==> src/rtl/serclk_pkg.sv <==
package serclk_pkg;
  // Position of the serial clock inside one bit time
  typedef enum logic [1:0] {
    PH_LOW  = 2'd0,
    PH_HIGH = 2'd1,
    PH_HOLD = 2'd2
  } phase_t;
endpackage

==> src/rtl/serclk_sync.sv <==
module serclk_sync #(
  parameter int STAGES = 2
) (
  input  logic clk,
  input  logic rst,
  input  logic d,
  output logic q
);
  logic [STAGES-1:0] sr;

  generate
    if (STAGES == 1) begin : g_one
      always_ff @(posedge clk) begin
        if (rst) sr <= '0;
        else     sr <= d;
      end
    end else begin : g_many
      always_ff @(posedge clk) begin
        if (rst) sr <= '0;
        else     sr <= {sr[STAGES-2:0], d};
      end
    end
  endgenerate

  assign q = sr[STAGES-1];
endmodule

==> src/rtl/serclk_prescale.sv <==
module serclk_prescale #(
  parameter int RATIO = 5
) (
  input  logic clk,
  input  logic rst,
  input  logic run,
  input  logic slow,
  output logic tick
);
  localparam int CW = (RATIO > 1) ? $clog2(RATIO) : 1;

  generate
    if (RATIO > 1) begin : g_div
      logic [CW-1:0] cnt;
      logic          wrap;
      assign wrap = (cnt == CW'(RATIO - 1));
      always_ff @(posedge clk) begin
        if (rst || !run)   cnt <= '0;
        else if (slow)     cnt <= wrap ? '0 : cnt + 1'b1;
      end
      assign tick = run && (!slow || wrap);
    end else begin : g_nodiv
      assign tick = run;
    end
  endgenerate
endmodule

==> src/rtl/serclk_halfcnt.sv <==
module serclk_halfcnt #(
  parameter int DIV_W = 16
) (
  input  logic             clk,
  input  logic             rst,
  input  logic             run,
  input  logic             tick,
  input  logic             adv,
  input  logic [DIV_W-1:0] limit,
  output logic             hp_end
);
  logic [DIV_W-1:0] cnt;
  logic             step;
  logic             last;

  assign step = run && tick && adv;
  assign last = (cnt == limit);

  always_ff @(posedge clk) begin
    if (rst || !run)  cnt <= '0;
    else if (step)    cnt <= last ? '0 : cnt + 1'b1;
  end

  assign hp_end = step && last;
endmodule

==> src/rtl/serclk_gen.sv <==
module serclk_gen #(
  parameter int DIV_W      = 16,
  parameter int SLOW_RATIO = 5,
  parameter int SYNC_STG   = 2
) (
  input  logic             clk,
  input  logic             rst,
  input  logic             run_i,
  input  logic [DIV_W-1:0] div_i,
  input  logic             slow_base_i,
  input  logic             tri_phase_i,
  input  logic             adaptive_i,
  input  logic             ret_pin_i,
  output logic             sclk_o,
  output logic             drive_o,
  output logic             sample_o
);
  import serclk_pkg::*;

  // Captured configuration
  logic [DIV_W-1:0] div_q;
  logic             slow_q;
  logic             tri_q;
  logic             adapt_q;

  logic   ret_s;
  logic   tick;
  logic   hp_end;
  logic   adv_en;
  phase_t ph;

  serclk_sync #(.STAGES(SYNC_STG)) u_sync (
    .clk (clk),
    .rst (rst),
    .d   (ret_pin_i),
    .q   (ret_s)
  );

  serclk_prescale #(.RATIO(SLOW_RATIO)) u_pre (
    .clk  (clk),
    .rst  (rst),
    .run  (run_i),
    .slow (slow_q),
    .tick (tick)
  );

  // High phase is frozen in adaptive mode until the return pin is seen high
  assign adv_en = !(adapt_q && (ph == PH_HIGH) && !ret_s);

  serclk_halfcnt #(.DIV_W(DIV_W)) u_half (
    .clk    (clk),
    .rst    (rst),
    .run    (run_i),
    .tick   (tick),
    .adv    (adv_en),
    .limit  (div_q),
    .hp_end (hp_end)
  );

  always_ff @(posedge clk) begin
    if (rst) begin
      ph       <= PH_LOW;
      sclk_o   <= 1'b0;
      sample_o <= 1'b0;
      drive_o  <= 1'b0;
      div_q    <= '0;
      slow_q   <= 1'b0;
      tri_q    <= 1'b0;
      adapt_q  <= 1'b0;
    end else begin
      sample_o <= 1'b0;
      drive_o  <= 1'b0;
      if (!run_i) begin
        ph      <= PH_LOW;
        sclk_o  <= 1'b0;
        div_q   <= div_i;
        slow_q  <= slow_base_i;
        tri_q   <= tri_phase_i;
        adapt_q <= adaptive_i;
      end else if (hp_end) begin
        unique case (ph)
          PH_LOW: begin
            ph       <= PH_HIGH;
            sclk_o   <= 1'b1;
            sample_o <= !tri_q;
          end
          PH_HIGH: begin
            sclk_o <= 1'b0;
            if (tri_q) begin
              ph       <= PH_HOLD;
              sample_o <= 1'b1;
            end else begin
              ph      <= PH_LOW;
              drive_o <= 1'b1;
            end
          end
          PH_HOLD: begin
            ph      <= PH_LOW;
            drive_o <= 1'b1;
          end
          default: ph <= PH_LOW;
        endcase
      end
    end
  end
endmodule

==> config.mk <==
export PLATFORM = sky130hd
export DESIGN_NAME = serclk_gen
export DESIGN_NICKNAME = d
export VERILOG_FILES = /design/src/rtl/serclk_pkg.sv /design/src/rtl/serclk_sync.sv /design/src/rtl/serclk_prescale.sv /design/src/rtl/serclk_halfcnt.sv /design/src/rtl/serclk_gen.sv
export SDC_FILE = /design/constraint.sdc
export NUM_CORES = 1
export LEC_CHECK = 0
export BUFFER_PORTS_ARGS = -buffer_cell sky130_fd_sc_hd__buf_2
export CAP_MARGIN = 30
export CORE_ASPECT_RATIO = 1.2
export CORE_UTILIZATION = 47
export CTS_BUF_LIST = sky130_fd_sc_hd__clkbuf_8 sky130_fd_sc_hd__clkbuf_16
export DETAILED_ROUTE_END_ITERATION = 10
export HOLD_SLACK_MARGIN = 0.15
export PLACE_DENSITY = 0.7
export RECOVER_POWER = 100
export SLEW_MARGIN = 20
export SYNTH_ARGS = -nofsm -noshare
export SYNTH_HDL_FRONTEND = slang
export SYNTH_SLANG_ARGS = --single-unit
==> constraint.sdc <==
create_clock -name clk -period 3.7 [get_ports clk]
set_clock_uncertainty 0.05 [all_clocks]
set_input_delay 0.555 -clock clk [delete_from_list [all_inputs] [get_ports clk]]
set_output_delay 0.555 -clock clk [all_outputs]
set_load 0.005 [all_outputs]
# Word level (Yosys, flattened, before mapping)
# Cells that the tools add are included.
totals:
  regBits: 45
  input_bits: 23
  output_inout_bits: 3
  elab_cells: 46
op_classes:
  add_sub_neg: 2
  n_eq_ne: 4
  n_mux: 9
  n_bitwise: 2
  reduce_logical: 18
ops:
  columns: ["op", "count"]
  rows:
  - ["adder 16 x 1 -> 16 bit, second input constant", 1]
  - ["equality test 16 bit", 1]
  - ["2-to-1 mux 16 bit", 1]
  - ["logical AND 1 bit", 6]
  - ["one-hot mux 1 bit (2 select lines)", 3]
  - ["logical NOT 1 bit", 5]
  - ["one-hot mux 2 bit (2 select lines)", 1]
  - ["adder 3 x 1 -> 3 bit, second input constant", 1]
  - ["equality test 3 bit, second input constant", 1]
  - ["2-to-1 mux 3 bit", 1]
  - ["OR reduction 3 bit", 1]
  - ["equality test 2 x 1 -> 1 bit, second input constant", 1]
  - ["equality test 2 bit, second input constant", 1]
  - ["logical NOT 2 bit", 1]
  - ["logical OR 1 bit", 2]
  - ["2-to-1 mux 1 bit", 2]
  - ["2-to-1 mux 2 bit", 1]
  - ["NOT 1 bit", 2]
  - ["AND reduction 2 bit", 1]
  - ["nonzero test 2 bit", 1]
  - ["OR reduction 2 bit", 1]

# Depth between registers and ports, before layout
# Gate-level depths: netlist (run 1).
logic_depth:
  depth_word: 8
  mapped_depth: 8
  mapped_depth_nobuf: 7

# Hierarchy
# A second synthesis (run 1) with hierarchy kept.
hier_totals:
  cells_unflattened: 216
  area_unflattened_um2: 2064.5
by_module_without_submodules:
  columns: ["module", "instances", "cells_per_inst", "area_per_inst_um2", "seq_area_each_um2"]
  rows:
  - ["serclk_gen", 1, 86, 930.9, 480.5]
  - ["serclk_halfcnt", 1, 107, 913.4, 320.3]
  - ["serclk_prescale", 1, 19, 167.7, 60.1]
  - ["serclk_sync", 1, 4, 52.6, 40.0]

# Worst setup path before layout (run 1)
# No wires, ideal clock.
synth_timing:
  kind: "flip-flop to flip-flop"
  start: "register u_half.cnt[3]"
  end: "register sclk_o"
  setup_ns: 0.119
  arrival_ns: 1.575
  t_required_ns: 3.531
  setup_slack_ns: 1.957
  stages_incl_launch_ff: 8
  n_path_buf: 2
  synth_period_minus_slack_ns: 1.743
  path_cell_list: "dfxtp_1 -> buf_2 -> xor2_1 -> nor4_1 -> nand4_1 -> or2_0 -> clkbuf_2 -> o221a_1"
synth_via:
  elab_chain_cells: 3
synth_lines:
  columns: ["element", "line", "source"]
  rows:
  - ["from (decl)", "serclk_halfcnt.sv:12", "logic [DIV_W-1:0] cnt;"]
  - ["from (signal assigned)", "serclk_halfcnt.sv:21", "else if (step) cnt <= last ? '0 : cnt + 1'b1;"]
  - ["equality test 16 bit", "serclk_halfcnt.sv:17", "assign last = (cnt == limit);"]
  - ["logical AND 1 bit", "serclk_halfcnt.sv:24", "assign hp_end = step && last;"]
  - ["AND reduction 2 bit (no line)", null, null]
  - ["to (signal assigned)", "serclk_gen.sv:63", "sclk_o <= 1'b0;"]
  - ["to (signal assigned)", "serclk_gen.sv:75", "sclk_o <= 1'b0;"]
  - ["to (signal assigned)", "serclk_gen.sv:84", "sclk_o <= 1'b1;"]
  - ["to (decl)", "serclk_gen.sv:14", "output logic sclk_o,"]
# Every way passes these cells.
# A chain may end at the register's enable or synchronous reset.

# Final worst setup path (run 1)
layout_timing:
  start: "input port rst"
  end: "register u_half.cnt[11]"
layout_via:
  elab_chain_cells: 1
layout_lines:
  columns: ["element", "line", "source"]
  rows:
  - ["from (decl)", "serclk_gen.sv:7", "input logic rst,"]
  - ["logical OR 1 bit", "serclk_halfcnt.sv:20", "if (rst || !run) cnt <= '0;"]
# Every way passes these cells.

==> out/qor.yml, run 1 <==
ios: 26
yosys_warnings: 0
gp_congestion: 0.8370
final.setup.tns_ns: 0
grt_antenna_before_repair: 0
fin_nets: 278
hold_class: "reg2reg"
synth_mux_area_frac: 0.1177
grt.total_usage: 0.1920
die_width_um: 62.32
core-area_sq_mm: 0.004066
via_per_inst: 5.122
clock_path_buffers: 2
synth_most_common_cell: "dfxtp_1"
yosysTopAreaCell: "dfxtp_1"
period_share: 0.6157
clk_latency_ns: 0.29
synth.top_cell.area_share: 0.4390
vias: 1557
drt_wl_total_um: 3942
drtIter0Drc: 55
dpl_cell_area_sq_mm: 0.002216
wirelength_met1_um: 1803
final_antenna_net_count: 0
synth_area_sq_mm: 0.002052
p_leak_nw: 1.026
synth_fa_ha_area_frac: 0.03659
ys_types: 31
wl_met2_um: 1895
synth_compound_area_frac: 0.03415
start_kind: "input port"
final_area_sq_mm: 0.002327
avgSynthCellArea_sq_um: 9.120
synth_top_family_by_area: "simple AND/OR/NAND/NOR gates"
synthCells: 225
cts_sinks: 45
rsz0062_at_grt: "no"
cp_data_arrival_time_ns: 2.38
start_util: 0.5046
drc: 0
status: "finished, final reports clean"
drt_pre_antenna_iters: 4
drv_cap: 0
dieArea_sq_mm: 0.004635
cp.required_ns: 3.80
cts_setup_buffers: 0
setup_viol: 0
cts.clk_slew.worst_paths_ns: 0.08
wl_per_cell_um: 12.97
routed-wl-met3_um: 183
maxSlewHeadroom: 0.2783
grt_start_max_net_pins: 26
grt_pass1_wl_um: 6775
ctsHoldBuffers: 0
powerDensity_mw_per_mm2: 409.0
synth_area_leaders: "dfxtp_1, mux2i_1, xor2_1"
ys_ff_latch: 45
hold_slack_ns: 0.3933
finalCriticalPeriod_ns: 2.278
p_total_mw: 0.9519
end_kind: "flip-flop"
ys_async_sr_fraction: 0
drive_gt1_frac: 0.1360
antenna_cells: 0
cts_resized: 0
ys.flop_type: "dfxtp_1"
synth_seq_area_share: 0.4390
synthXorXnorAreaFrac: 0.1195
ir_drop_v: 0.0002316
syn2layout_area_growth_pct: 13.41
hold_violations: 0
top_layer: "met4"
gr-total-overflow: 0
dp_hpwl_um: 2843
crit_fanout: 25
die_h_um: 74.38
grt_pass1_vias: 1531
io_buffers: 25
rows: 25
cts_tree: "built"
final_max_slew_viol_count: 0
max_freq_mhz: 439.0
root_buffer: "clkbuf_8"
worstMarginPinSlew_ns: 1.083
worstSetupPathType: "in2reg"
cts_made_buffers: 5
synth_edf_count: 0
synth-simple-area-share: 0.2189
synth_commonest_cells: "dfxtp_1, nor2_1, mux2i_1"
synth.net_count: 254
cts_max_level: 2
## through the flow
stage               cells  worst slack [ns]    util
CTS                   304             1.646  0.5735
floorplan             225             1.957       -
global placement      296             1.692  0.5449
detailed placement    296             1.658  0.5449
global route          304             1.184  0.5723
finish                304             1.422  0.5723
## routing by layer
metal | up-vias | global-route usage
met2 | 33 | 0.3468
met1 | 717 | 0.2178
met5 | - | 0
li1 | 803 | -
met3 | 4 | 0.05061
met4 | 0 | 0.08010
## cells in the final DEF, fill, tap and decap left out
cell	n
buf_4	1
dfxtp_1	45
or2_0	1
and2_1	1
nor2_1	40
a21bo_1	1
a21oi_1	3
nand4_1	6
nor2b_1	4
nor3_1	8
nand3_1	8
inv_1	8
nand3b_1	1
xor2_1	22
and4_1	2
a22oi_1	1
a31oi_1	1
nor3b_1	1
clkbuf_8	6
mux2i_1	23
nor4_1	6
nand2_1	12
o21ai_0	4
nand2b_1	2
buf_2	24
clkbuf_1	2
o221a_1	1
or4b_1	1
mux2_2	1
xnor2_1	6
ha_1	6
bufinv_16	1
or2_2	1
## flip-flops by register name, indices dropped and copies added (netlist names)
name	count
div_q	16
u_sync.sr	2
adapt_q	1
sample_o	1
slow_q	1
sclk_o	1
tri_q	1
u_half.cnt	16
drive_o	1
u_pre.g_div.cnt	3
ph	2
## logic make-up (layout without fill, tap and decap cells)
family / count (synthesis) / count (layout)
fa+ha+maj: 6 / 6
compound gates: 11 / 11
mux: 24 / 24
xor+xnor: 28 / 28
simple gates: 94 / 94
buf+inv: 17 / 42
flops: 45 / 45
## cell type report
type                            instances  area (sq um)
Tap cell                               54         67.56
Inverter                                7         26.28
Clock inverter                          2         33.78
Fill cell                             376          1739
Clock buffer                            6         82.58
Sequential cell                        45         900.9
Timing Repair Buffer                   27         135.1
Multi-Input combinational cell        163          1081
## worst paths after layout
check	slack [ns]	from	cells after the start	end
setup / recovery	1.42	rst	5	u_half.cnt[11]$_SDFFE_PP0N_
hold / removal	0.39	u_sync.sr[0]$_SDFF_PP0_	1	u_sync.sr[1]$_SDFF_PP0_
setup reg to reg	1.51	ph[1]$_SDFFE_PP0P_	7	u_half.cnt[11]$_SDFFE_PP0N_
hold reg to reg	0.39	u_sync.sr[0]$_SDFF_PP0_	1	u_sync.sr[1]$_SDFF_PP0_
## critical path: stages
cell and delay (ns):
clkbuf_1 0.78, nor2b_1 0.31, o21ai_0 0.16, clkbuf_1 0.47
nor2_1 0.11
## report_power, final
part	leakage [nW]	internal (mW)	switching [mW]	total [mW]
Sequential	0.367	0.499	0.0120	0.511
Combinational	0.596	0.0344	0.0383	0.0726
Clock	0.0626	0.217	0.151	0.369
Total	1.03	0.750	0.201	0.952
Note: power is estimated with default switching activity, not from simulation.
==> run 2: changes to the inputs <==
==> constraint.sdc (replaced) <==
create_clock -name clk -period 2.1 [get_ports clk]
set_clock_uncertainty 0.05 [all_clocks]
set_input_delay 0.315 -clock clk [delete_from_list [all_inputs] [get_ports clk]]
set_output_delay 0.315 -clock clk [all_outputs]
set_load 0.005 [all_outputs]
==> run 2 against run 1 <==
Net effect:
- sequential power is 76% higher
- utilization rose by 0.92 points
- non-clock buffer count up 9
- routed wire length grew 5.3%
- worst hold slack worse by 0.21 ns
- combinational power grew 90%
- critical path type is now reg2reg
- critical endpoint is now u_half.cnt[15]$_SDFFE_PP0N_
==> out/qor.yml, run 2 (same netlist as run 1, synthesis figures left out) <==
max_freq_mhz: 510.6
powerDensity_mw_per_mm2: 684.1
drtIter0Drc: 62
drive_gt1_frac: 0.1583
final_max_slew_viol_count: 0
vias: 1598
layout_commonest_cell: "dfxtp_1"
drt_wl_total_um: 4149
path_cells: "xor2_1, nor4_1, nand4_1, o21ai_0, clkbuf_2, nor2_1"
fin_nets: 287
ios: 26
rows: 25
p_leak_nw: 1.042
worstSetupPathType: "reg2reg"
grtUsageMet1: 0.2243
path_delay_family: "simple AND/OR/NAND/NOR gates"
gp_congestion: 0.8372
core-area_sq_mm: 0.004066
period_share: 0.9326
grt_antenna_before_repair: 0
via_per_inst: 5.105
cts_made_buffers: 5
top_regs: "div_q: 16 flops, u_half.cnt: 16 flops, u_pre.g_div.cnt: 3 flops"
cp_data_arrival_time_ns: 2.09
drv_cap: 0
final.fill_count: 385
cp_num_buf_inv: 1
grt_pass1_wl_um: 7182
rsz0062_at_grt: "no"
cts_tree: "built"
finalCriticalPeriod_ns: 1.959
gr-usage-met3: 0.05061
clock_path_buffers: 2
cts.clk_slew.worst_paths_ns: 0.08
start_util: 0.5046
start_kind: "flip-flop"
dieArea_sq_mm: 0.004635
maxSlewHeadroom: 0.3736
grt.total_usage: 0.2020
layout_common_cells: "dfxtp_1, nor2_1, mux2i_1"
gr-total-overflow: 0
cts_resized: 0
final_area_sq_mm: 0.002365
syn2layout_area_growth_pct: 15.24
setup_viol: 0
slowest_delay_ns: 0.45
final.setup.tns_ns: 0
die_width_um: 62.32
cp_slowest_cell: "dfxtp_1"
die_h_um: 74.38
end_kind: "flip-flop"
hold_class: "in2reg"
drt_pre_antenna_iters: 4
ir_drop_v: 0.0004023
dpl_cell_area_sq_mm: 0.002253
cp.required_ns: 2.23
dp_hpwl_um: 3038
final_antenna_net_count: 0
wl_per_cell_um: 13.26
grt_pass1_vias: 1577
hold_violations: 0
root_buffer: "clkbuf_8"
grt-busiest-layer: "met2"
clk_latency_ns: 0.30
antenna_cells: 0
use_met2: 0.3773
crit_fanout: 12
cts_max_level: 2
grt_start_max_net_pins: 18
drc: 0
io_buffers: 25
cts_sinks: 45
worstMarginPinSlew_ns: 0.9396
status: "finished, final reports clean"
[run 2: worst paths after layout]
| path | slack [ns] | endpoint | depth (start not counted) | startpoint |
|---|---|---|---|---|
| max | 0.14 | u_half.cnt[15]$_SDFFE_PP0N_ | 6 | u_half.cnt[7]$_SDFFE_PP0N_ |
| min | 0.18 | u_sync.sr[0]$_SDFF_PP0_ | 2 | ret_pin_i |
| max reg2reg | 0.14 | u_half.cnt[15]$_SDFFE_PP0N_ | 6 | u_half.cnt[7]$_SDFFE_PP0N_ |
| min reg2reg | 0.40 | u_sync.sr[1]$_SDFF_PP0_ | 1 | u_sync.sr[0]$_SDFF_PP0_ |
[run 2: worst reg2reg max path: cells and delay by family (launching register included)]
kind            cells  cell delay [ns]
compound gates      1             0.20
flops               1             0.45
buf+inv             1             0.29
xor+xnor            1             0.10
simple gates        3             0.75
[run 2: per-stage QoR]
| stage | worst slack, ns | power [mW] | utilization | hold slack [ns] | std cells |
|---|---|---|---|---|---|
| after global placement | 0.07404 | 1.052 | 0.5542 | 0.3665 | 301 |
| after detailed placement | 0.06470 | 1.056 | 0.5542 | 0.3836 | 301 |
| after CTS | 0.03800 | 1.625 | 0.5791 | 0.1810 | 309 |
| final | 0.1415 | 1.618 | 0.5815 | 0.1811 | 313 |
| after floorplan | 0.3566 | 1.005 | - | 0.3638 | 225 |
| after global routing | 0.05340 | 1.689 | 0.5815 | 0.1808 | 313 |
[run 2: power breakdown]
| group | switching (mW) | leakage, nW | total [mW] | internal, mW |
|---|---|---|---|---|
| registers | 0.0214 | 0.367 | 0.900 | 0.879 |
| logic | 0.0714 | 0.620 | 0.138 | 0.0666 |
| clock network | 0.282 | 0.0542 | 0.580 | 0.297 |
[run 2: what timing repair did]
| item | CTS | global route |
|---|---|---|
| buffers inserted | 0 | 4 |
| hold buffers | 0 | 0 |
| setup endpoints to repair | 0 | 17 |
[run 2: area by class of cell]
type / instances / area [sq um] / share of cell area
clock inverters: 1 / 5.005 / 0.002116
inverters: 7 / 26.28 / 0.01111
flip-flops and latches: 45 / 900.9 / 0.3810
well taps: 54 / 67.56 / 0.02857
clock buffers: 7 / 96.34 / 0.04074
repair buffers: 36 / 187.7 / 0.07937
multi-input cells: 163 / 1081 / 0.4571
[run 2: per-layer routing]
| metal | wire length (um) | vias to the layer above |
|---|---|---|
| li1 | - | 818 |
| met1 | 1871 | 743 |
| met2 | 2069 | 30 |
| met3 | 136 | 7 |
| met4 | 71 | 0 |
| met5 | 0 | - |
==> run 3: changes to the inputs <==
--- a/config.mk
+++ b/config.mk
@@ -12,6 +12,7 @@
 export CTS_BUF_LIST = sky130_fd_sc_hd__clkbuf_8 sky130_fd_sc_hd__clkbuf_16
 export DETAILED_ROUTE_END_ITERATION = 10
 export HOLD_SLACK_MARGIN = 0.15
+export MAX_ROUTING_LAYER = met4
 export PLACE_DENSITY = 0.7
 export RECOVER_POWER = 100
 export SLEW_MARGIN = 20
==> constraint.sdc (replaced) <==
create_clock -name clk -period 2.3 [get_ports clk]
set_clock_uncertainty 0.05 [all_clocks]
set_input_delay 0.345 -clock clk [delete_from_list [all_inputs] [get_ports clk]]
set_output_delay 0.345 -clock clk [all_outputs]
set_load 0.005 [all_outputs]
==> run 3 against run 2 <==
Net effect:
- sequential share of layout area up 0.74 points
- worst hold slack improved by 0.039 ns
- non-clock buffer count down 6
- setup slack better by 0.20 ns
- fmax shrank 0.11%
- first-iteration DRC count is 56% higher
- design area is 1.9% lower
- clock power fell by 15%
- critical endpoint is now sclk_o$_SDFFE_PP0P_
==> out/qor.yml, run 3 (same netlist as run 1, synthesis figures left out) <==
cts_max_level: 2
wl_per_cell_um: 12.69
maxSlewHeadroom: 0.3015
layout_commonest_cell: "dfxtp_1"
path_delay_family: "simple AND/OR/NAND/NOR gates"
fin_nets: 281
crit_fanout: 5
path_cells: "xor2_1, nor4_1, nand4_1, or2_0, o221a_1"
drc: 0
clk_latency_ns: 0.29
ctsHoldBuffers: 0
grt_pass1_wl_um: 6837
rsz0062_at_grt: "no"
pre_cts_slack_ns: 0.3639
cp_num_buf_inv: 0
final.setup.tns_ns: 0
powerDensity_mw_per_mm2: 617.6
period_share: 0.8525
start_util: 0.5046
cp.required_ns: 2.44
cp_data_arrival_time_ns: 2.10
slowest_delay_ns: 0.44
layout_common_cells: "dfxtp_1, nor2_1, mux2i_1, buf_2, xor2_1"
grtUsageMet1: 0.2233
drv_cap: 0
worstMarginPinSlew_ns: 1.048
gp_congestion: 0.8449
cts_resized: 0
finalCriticalPeriod_ns: 1.961
hold_class: "in2reg"
setup_viol: 0
grt_antenna_before_repair: 0
top_regs: "div_q: 16 flops, u_half.cnt: 16 flops, u_pre.g_div.cnt: 3 flops"
cts_sinks: 45
gr-total-overflow: 0
worstSetupPathType: "reg2reg"
antenna_cells: 0
cts.clk_slew.worst_paths_ns: 0.08
start_kind: "flip-flop"
use_met2: 0.3504
final_max_slew_viol_count: 0
clock_path_buffers: 2
p_total_mw: 1.433
ios: 26
final_antenna_net_count: 0
drt_pre_antenna_iters: 4
grt_pass1_vias: 1521
grt_start_max_net_pins: 26
cp_slowest_cell: "dfxtp_1"
drive_gt1_frac: 0.1429
cts_tree: "built"
core-area_sq_mm: 0.004066
io_buffers: 25
gr-usage-met3: 0.04601
grt-busiest-layer: "met2"
final.fill_count: 392
drt_wl_total_um: 3882
grt.total_usage: 0.2011
fin_ws_ns: 0.3393
dp_hpwl_um: 2923
hold_violations: 0
end_kind: "flip-flop"
die_h_um: 74.38
rows: 25
ir_drop_v: 0.0004455
hold_slack_ns: 0.2199
root_buffer: "clkbuf_8"
status: "finished, final reports clean"
dieArea_sq_mm: 0.004635
cts_made_buffers: 5
max_freq_mhz: 510.0
final_util: 0.5705
vias: 1560
via_per_inst: 5.098
syn2layout_area_growth_pct: 13.05
cts_setup_buffers: 0
p_leak_nw: 1.015
die_width_um: 62.32
drtIter0Drc: 97
run 3: through the flow:
| stage | instance area, sq um | instances |
|---|---|---|
| 2_1_floorplan | 2052 | 225 |
| 3_3_place_gp | 2238 | 299 |
| 3_5_place_dp | 2238 | 299 |
| 4_1_cts | 2328 | 306 |
| 5_1_grt | 2320 | 306 |
| 6_report | 2320 | 306 |
run 3: final cells by class:
type / count / area (sq um) / share of cell area
clock buffer: 6 / 82.58 / 0.03560
multi-input combinational: 163 / 1081 / 0.4660
tap: 54 / 67.56 / 0.02913
timing repair buffer: 30 / 153.9 / 0.06634
clock inverter: 1 / 7.507 / 0.003236
inverter: 7 / 26.28 / 0.01133
sequential: 45 / 900.9 / 0.3884
run 3: routing by layer:
metal / vias up / routed length (um)
met2: 27 / 1870
met3: 6 / 142
met4: 0 / 71
met1: 720 / 1798
met5: - / 0
li1: 807 / -
run 3: power by group:
| part | total [mW] | internal [mW] | switching, mW |
|---|---|---|---|
| Sequential | 0.821 | 0.802 | 0.0190 |
| Clock | 0.491 | 0.237 | 0.253 |
| Combinational | 0.121 | 0.0583 | 0.0624 |
| Total | 1.43 | 1.10 | 0.335 |
run 3: worst paths after layout:
check / from / end / slack, ns / cells after the start
max reg2reg: u_half.cnt[10]$_SDFFE_PP0N_ / sclk_o$_SDFFE_PP0P_ / 0.34 / 5
max: u_half.cnt[10]$_SDFFE_PP0N_ / sclk_o$_SDFFE_PP0P_ / 0.34 / 5
min: ret_pin_i / u_sync.sr[0]$_SDFF_PP0_ / 0.22 / 2
min reg2reg: u_sync.sr[0]$_SDFF_PP0_ / u_sync.sr[1]$_SDFF_PP0_ / 0.39 / 1
